==> config.mk <==
export PLATFORM = sky130hd
export DESIGN_NAME = spi_irq_status
export DESIGN_NICKNAME = d
export VERILOG_FILES = /design/src/rtl/spi_irq_pkg.sv /design/src/rtl/spi_fifo_ready.sv /design/src/rtl/spi_irq_cause.sv /design/src/rtl/spi_irq_status.sv
export SDC_FILE = /design/constraint.sdc
export NUM_CORES = 1
export LEC_CHECK = 0
export ABC_CLOCK_PERIOD_IN_PS = 4200
export BUFFER_PORTS_ARGS = -buffer_cell sky130_fd_sc_hd__buf_2
export CORE_MARGIN = 2
export CORE_UTILIZATION = 51
export DETAILED_ROUTE_END_ITERATION = 12
export PLACE_DENSITY_LB_ADDON = 0.2
export SLEW_MARGIN = 25
export SYNTH_ARGS = -nofsm -noshare
export SYNTH_HDL_FRONTEND = slang
export SYNTH_SLANG_ARGS = --single-unit
==> constraint.sdc <==
create_clock -name clk_i -period 4.2 [get_ports clk_i]
set_clock_uncertainty 0.2 [all_clocks]
set_input_delay 0.42 -clock clk_i [delete_from_list [all_inputs] [get_ports clk_i]]
set_output_delay 0.42 -clock clk_i [all_outputs]
set_load 0.005 [all_outputs]
==> src/rtl/spi_irq_pkg.sv <==
package spi_irq_pkg;
  localparam int FLAG_W       = 12;
  localparam int FIFO_FLAG_W  = 8;
  localparam int THR_W        = 3;
  localparam int RD_THR_LSB   = 24;
  localparam int WR_THR_LSB   = 28;
  localparam int REG_IDX_W    = 2;
  localparam int DATA_W       = 32;

  typedef enum logic [REG_IDX_W-1:0] {
    REG_STATUS = 2'd0,
    REG_CFG    = 2'd1,
    REG_CAUSE  = 2'd2,
    REG_MASK   = 2'd3
  } reg_sel_e;

  typedef struct packed {
    logic [THR_W-1:0] wr_thr;
    logic [THR_W-1:0] rd_thr;
  } thr_cfg_t;
endpackage

==> src/rtl/spi_fifo_ready.sv <==
module spi_fifo_ready #(
  parameter int LVL_W = 4,
  parameter int THR_W = 3
) (
  input  logic [LVL_W-1:0] level_i,
  input  logic [THR_W-1:0] thr_i,
  output logic             rdy_o
);
  localparam int CMP_W = (LVL_W > THR_W) ? LVL_W : THR_W;

  logic [CMP_W-1:0] level_x, thr_x;

  assign level_x = CMP_W'(level_i);
  assign thr_x   = CMP_W'(thr_i);
  assign rdy_o   = level_x > thr_x;
endmodule

==> src/rtl/spi_irq_cause.sv <==
module spi_irq_cause #(
  parameter int W = 12
) (
  input  logic         clk_i,
  input  logic         rst_ni,
  input  logic [W-1:0] flags_i,
  input  logic [W-1:0] clr_i,
  output logic [W-1:0] cause_o
);
  logic [W-1:0] prev_q;

  for (genvar i = 0; i < W; i++) begin : g_bit
    logic rise;
    assign rise = flags_i[i] & ~prev_q[i];

    always_ff @(posedge clk_i or negedge rst_ni) begin
      if (!rst_ni) begin
        prev_q[i]  <= 1'b0;
        cause_o[i] <= 1'b0;
      end else begin
        prev_q[i]  <= flags_i[i];
        // a new edge outranks a concurrent clear
        cause_o[i] <= rise | (cause_o[i] & ~clr_i[i]);
      end
    end
  end
endmodule

==> src/rtl/spi_irq_status.sv <==
module spi_irq_status
  import spi_irq_pkg::*;
#(
  parameter int OCC_W = 4
) (
  input  logic                   clk_i,
  input  logic                   rst_ni,
  input  logic                   xfer_done_i,
  input  logic                   xfer_rdy_i,
  input  logic [FIFO_FLAG_W-1:0] fifo_flags_i,
  input  logic [OCC_W-1:0]       rd_fill_i,
  input  logic [OCC_W-1:0]       wr_free_i,
  input  logic                   bus_req_i,
  input  logic                   bus_we_i,
  input  logic [REG_IDX_W-1:0]   bus_addr_i,
  input  logic [DATA_W-1:0]      bus_wdata_i,
  output logic [DATA_W-1:0]      bus_rdata_o,
  output logic                   irq_o
);
  thr_cfg_t          cfg_q;
  logic [FLAG_W-1:0] mask_q, cause_q, status_w, clr_w;
  logic              rd_rdy, wr_rdy, wr_en, rd_en;
  reg_sel_e          sel;
  logic              unused_wdata;

  assign sel   = reg_sel_e'(bus_addr_i);
  assign wr_en = bus_req_i & bus_we_i;
  assign rd_en = bus_req_i & ~bus_we_i;

  spi_fifo_ready #(.LVL_W(OCC_W), .THR_W(THR_W)) u_rd_rdy (
    .level_i (rd_fill_i),
    .thr_i   (cfg_q.rd_thr),
    .rdy_o   (rd_rdy)
  );

  spi_fifo_ready #(.LVL_W(OCC_W), .THR_W(THR_W)) u_wr_rdy (
    .level_i (wr_free_i),
    .thr_i   (cfg_q.wr_thr),
    .rdy_o   (wr_rdy)
  );

  assign status_w = {fifo_flags_i, wr_rdy, rd_rdy, xfer_rdy_i, xfer_done_i};
  assign clr_w    = (wr_en && sel == REG_CAUSE) ? bus_wdata_i[FLAG_W-1:0] : '0;

  spi_irq_cause #(.W(FLAG_W)) u_cause (
    .clk_i   (clk_i),
    .rst_ni  (rst_ni),
    .flags_i (status_w),
    .clr_i   (clr_w),
    .cause_o (cause_q)
  );

  always_ff @(posedge clk_i or negedge rst_ni) begin
    if (!rst_ni) begin
      cfg_q  <= '0;
      mask_q <= '0;
    end else if (wr_en) begin
      if (sel == REG_CFG) begin
        cfg_q.rd_thr <= bus_wdata_i[RD_THR_LSB +: THR_W];
        cfg_q.wr_thr <= bus_wdata_i[WR_THR_LSB +: THR_W];
      end
      if (sel == REG_MASK) mask_q <= bus_wdata_i[FLAG_W-1:0];
    end
  end

  always_comb begin
    bus_rdata_o = '0;
    if (rd_en) begin
      unique case (sel)
        REG_STATUS: bus_rdata_o[FLAG_W-1:0] = status_w;
        REG_CFG: begin
          bus_rdata_o[RD_THR_LSB +: THR_W] = cfg_q.rd_thr;
          bus_rdata_o[WR_THR_LSB +: THR_W] = cfg_q.wr_thr;
        end
        REG_CAUSE:  bus_rdata_o[FLAG_W-1:0] = cause_q;
        REG_MASK:   bus_rdata_o[FLAG_W-1:0] = mask_q;
        default:    bus_rdata_o = '0;
      endcase
    end
  end

  assign irq_o = |(cause_q & mask_q);

  assign unused_wdata = ^{bus_wdata_i[DATA_W-1], bus_wdata_i[WR_THR_LSB-1],
                          bus_wdata_i[RD_THR_LSB-1:FLAG_W]};
endmodule

==> flow_summary.json <==
{
  "synthDominantCellAreaShare": 0.467,
  "floorplan.initialDensity": 0.524,
  "final_design_area_no_fill_sq_mm": 0.00261,
  "finish.cell_count_without_fillers": 306,
  "synth.distinct_cells": 31,
  "clockBufferDepth": 2,
  "ant_nets": 0,
  "critical_path_arrival_ns": 2.06,
  "final_nets": 315,
  "cp_data_required_time_ns": 3.58,
  "powerDensity_mw_per_mm2": 374,
  "tritoncts.num_buffers": 5,
  "synth-seq-cells": 42,
  "clkLatencyLatePin_ns": 0.29,
  "core_area_sq_mm": 0.00429,
  "p_leak_nw": 1.37,
  "path_clk_slew_ns": 0.08,
  "buffers_added_on_ports": 60,
  "h_tree_level_count": 2,
  "synth.cells.most_frequent": "sky130_fd_sc_hd__dfrtp_1 (42), sky130_fd_sc_hd__buf_4 (18), sky130_fd_sc_hd__inv_1 (16)",
  "synthesized_area_fraction_occupied_by_xor_and_xnor_cells": 0,
  "path_class": "flip-flop to output pin",
  "fmax_ghz": 0.373,
  "areaGrowthSynthToFinish_pct": 16.0,
  "detailed_place_hpwl_microns": 3330,
  "portion_of_netlist_area_occupied_by_mux_cells": 0.160,
  "synthDominantAreaCellType": "sky130_fd_sc_hd__dfrtp_1",
  "grt_overflow": 0,
  "setup_tns_ns": 0,
  "postPlaceCellArea_sq_mm": 0.00250,
  "period_needed_ns": 2.68,
  "grt_max_degree": 43,
  "postLayoutSetupSlackWorst_ns": 1.52,
  "tot_pwr_uw": 977,
  "core.rowCount": 24,
  "drt_iter0_drc": 89,
  "worstSetupStartpointType": "flip-flop",
  "detail_route.wl_per_cell_microns": 15.0,
  "synth_compound_area_frac": 0.130,
  "layout-drive-gt1-share": 0.358,
  "via_count_of_the_first_global_routing_pass": 1646,
  "setup_viol": 0,
  "max_cap_violations": 0,
  "worst_slew_pin_slew_ns": 0.575,
  "min-delay-path-class": "input pin to flip-flop",
  "ys_warn_count": 0,
  "clock_tree.root_cell": "sky130_fd_sc_hd__clkbuf_8",
  "gp_congestion": 0.712,
  "yosysSeqAreaShare": 0.467,
  "routed_via_density": 5.27,
  "synth_enable_flop_cells": 0,
  "slew_violations": 0,
  "ff_latch_area_sq_mm": 0.00105,
  "io_pins": 89,
  "area_share_of_and_or_nand_nor_cells_after_synthesis": 0.110,
  "drt_pre_antenna_iters": 4,
  "grt_antenna_before_repair": 0,
  "status": "finished, final reports clean",
  "hold_depth": 1,
  "final_hold_viol_count": 0,
  "post_synth_main_area_contributors": "sky130_fd_sc_hd__dfrtp_1 (47%), sky130_fd_sc_hd__mux2_4 (6.7%), sky130_fd_sc_hd__buf_4 (6.0%), sky130_fd_sc_hd__mux2i_1 (5.3%), sky130_fd_sc_hd__a22o_1 (5.1%)",
  "fillcell_total": 384,
  "die_outline_area_sq_mm": 0.00496,
  "preCtsSetupSlack_ns": 1.68,
  "maxSlewHeadroom": 0.616,
  "vias": 1614,
  "worstSetupEndpointType": "output pin",
  "final_core_utilization": 0.608,
  "fp.dieH_microns": 70.4,
  "synthesized_area_sq_mm": 0.00225,
  "synth_cells": 194,
  "number_of_cells_after_detailed_placement": 297,
  "finalCritPeriodShare": 0.638,
  "die_w_microns": 70.4,
  "synth_adder_area_share": 0.0334,
  "drc": 0,
  "async_flop_share": 1.00,
  "whs_ns": 0.0582,
  "multi_input_comb_area_sq_mm": 0.00103,
  "grtUsageTotal": 0.203,
  "most_numerous_cell_in_the_yosys_netlist": "sky130_fd_sc_hd__dfrtp_1",
  "synth-main-ff-cell": "sky130_fd_sc_hd__dfrtp_1",
  "grt_pass1_wl_microns": 7870,
  "antenna-diode-count": 0,
  "worst-r2r-cell-count": 5,
  "postSynthAreaPerCell_sq_um": 11.6,
  "ir_drop_v": 0.000237,
  "grt_setup_unrepaired": "false",
  "drt_wl_total_microns": 4590,
  "critical_path.max_fanout": 3,
  "numClockSinks": 42,
  "synth_top_family_by_area": "multiplexers",
  "tritoncts": "done"
}
## layout by cell type, fill, tap and decap left out, drive strengths merged, types with 2 or more instances in the layout
| cell | count |
|---|---|
| a2111oi | 2 |
| a221oi | 3 |
| a22o | 13 |
| a2bb2oi | 10 |
| and2 | 7 |
| and3b | 2 |
| and4b | 3 |
| buf | 60 |
| clkbuf | 7 |
| conb | 14 |
| dfrtp | 42 |
| ha | 6 |
| inv | 16 |
| mux2 | 18 |
| mux2i | 12 |
| nand2 | 12 |
| nand3 | 2 |
| nor2 | 12 |
| o2bb2ai | 2 |
| o32ai | 2 |
| or2 | 2 |
## worst max-delay path: stages, from the launching register on
cell                        delay (ns)
sky130_fd_sc_hd__dfrtp_1          0.36
sky130_fd_sc_hd__inv_1            0.05
sky130_fd_sc_hd__ha_1             0.31
sky130_fd_sc_hd__and3b_1          0.20
sky130_fd_sc_hd__a2111oi_2        0.53
sky130_fd_sc_hd__o32ai_1          0.17
sky130_fd_sc_hd__buf_2            0.15
## worst paths after layout
kind / start / endpoint / slack (ns)
worst max-delay path: cfg_q[2] / bus_rdata_o[2] / 1.52
min in group asynchronous: rst_ni / u_cause.cause_o[11] / 0.44
worst min-delay path: fifo_flags_i[5] / u_cause.prev_q[9] / 0.06
max in group asynchronous: rst_ni / u_cause.prev_q[7] / 2.98
worst min register to register: u_cause.prev_q[2] / u_cause.cause_o[2] / 0.32
worst max register to register: cfg_q[2] / u_cause.cause_o[2] / 2.29
## flip-flops by register name, summed over array words and instances (netlist names)
name and cells:
mask_q 12, u_cause.cause_o 12, u_cause.prev_q 12, cfg_q 6
## logic make-up after synthesis
group,count (synthesis)
fa+ha+maj,6
buf+inv,38
flops,42
other cells,1
simple gates,45
mux,30
compound gates,32
## metal layers
layer	share of wire	vias up	global-route usage
met2	0.46	64	0.314
li1	-	773	-
met4	0.012	0	0.0577
met3	0.079	5	0.0722
met5	0	-	0
met1	0.45	772	0.268
## repair_timing
item                      4_1_cts  5_1_grt
buffers inserted                0        0
hold buffers                    0        1
hold endpoints to repair        0       42
resized for setup               0        0
## where the power goes
group	leakage [nW]	total (mW)	internal, mW	switching [mW]
logic	0.855	0.207	0.119	0.0880
registers	0.466	0.504	0.462	0.0419
clock network	0.0482	0.266	0.133	0.134
total	1.37	0.977	0.713	0.264
## final cells by class
class	instances	area share
Clock buffer	7	0.0331
Sequential cell	42	0.403
Tap cell	52	0.0249
Multi-Input combinational cell	127	0.394
Inverter	16	0.0230
Timing Repair Buffer	61	0.120
Clock inverter	1	0.00192
Note: power is estimated with default switching activity, not from simulation.
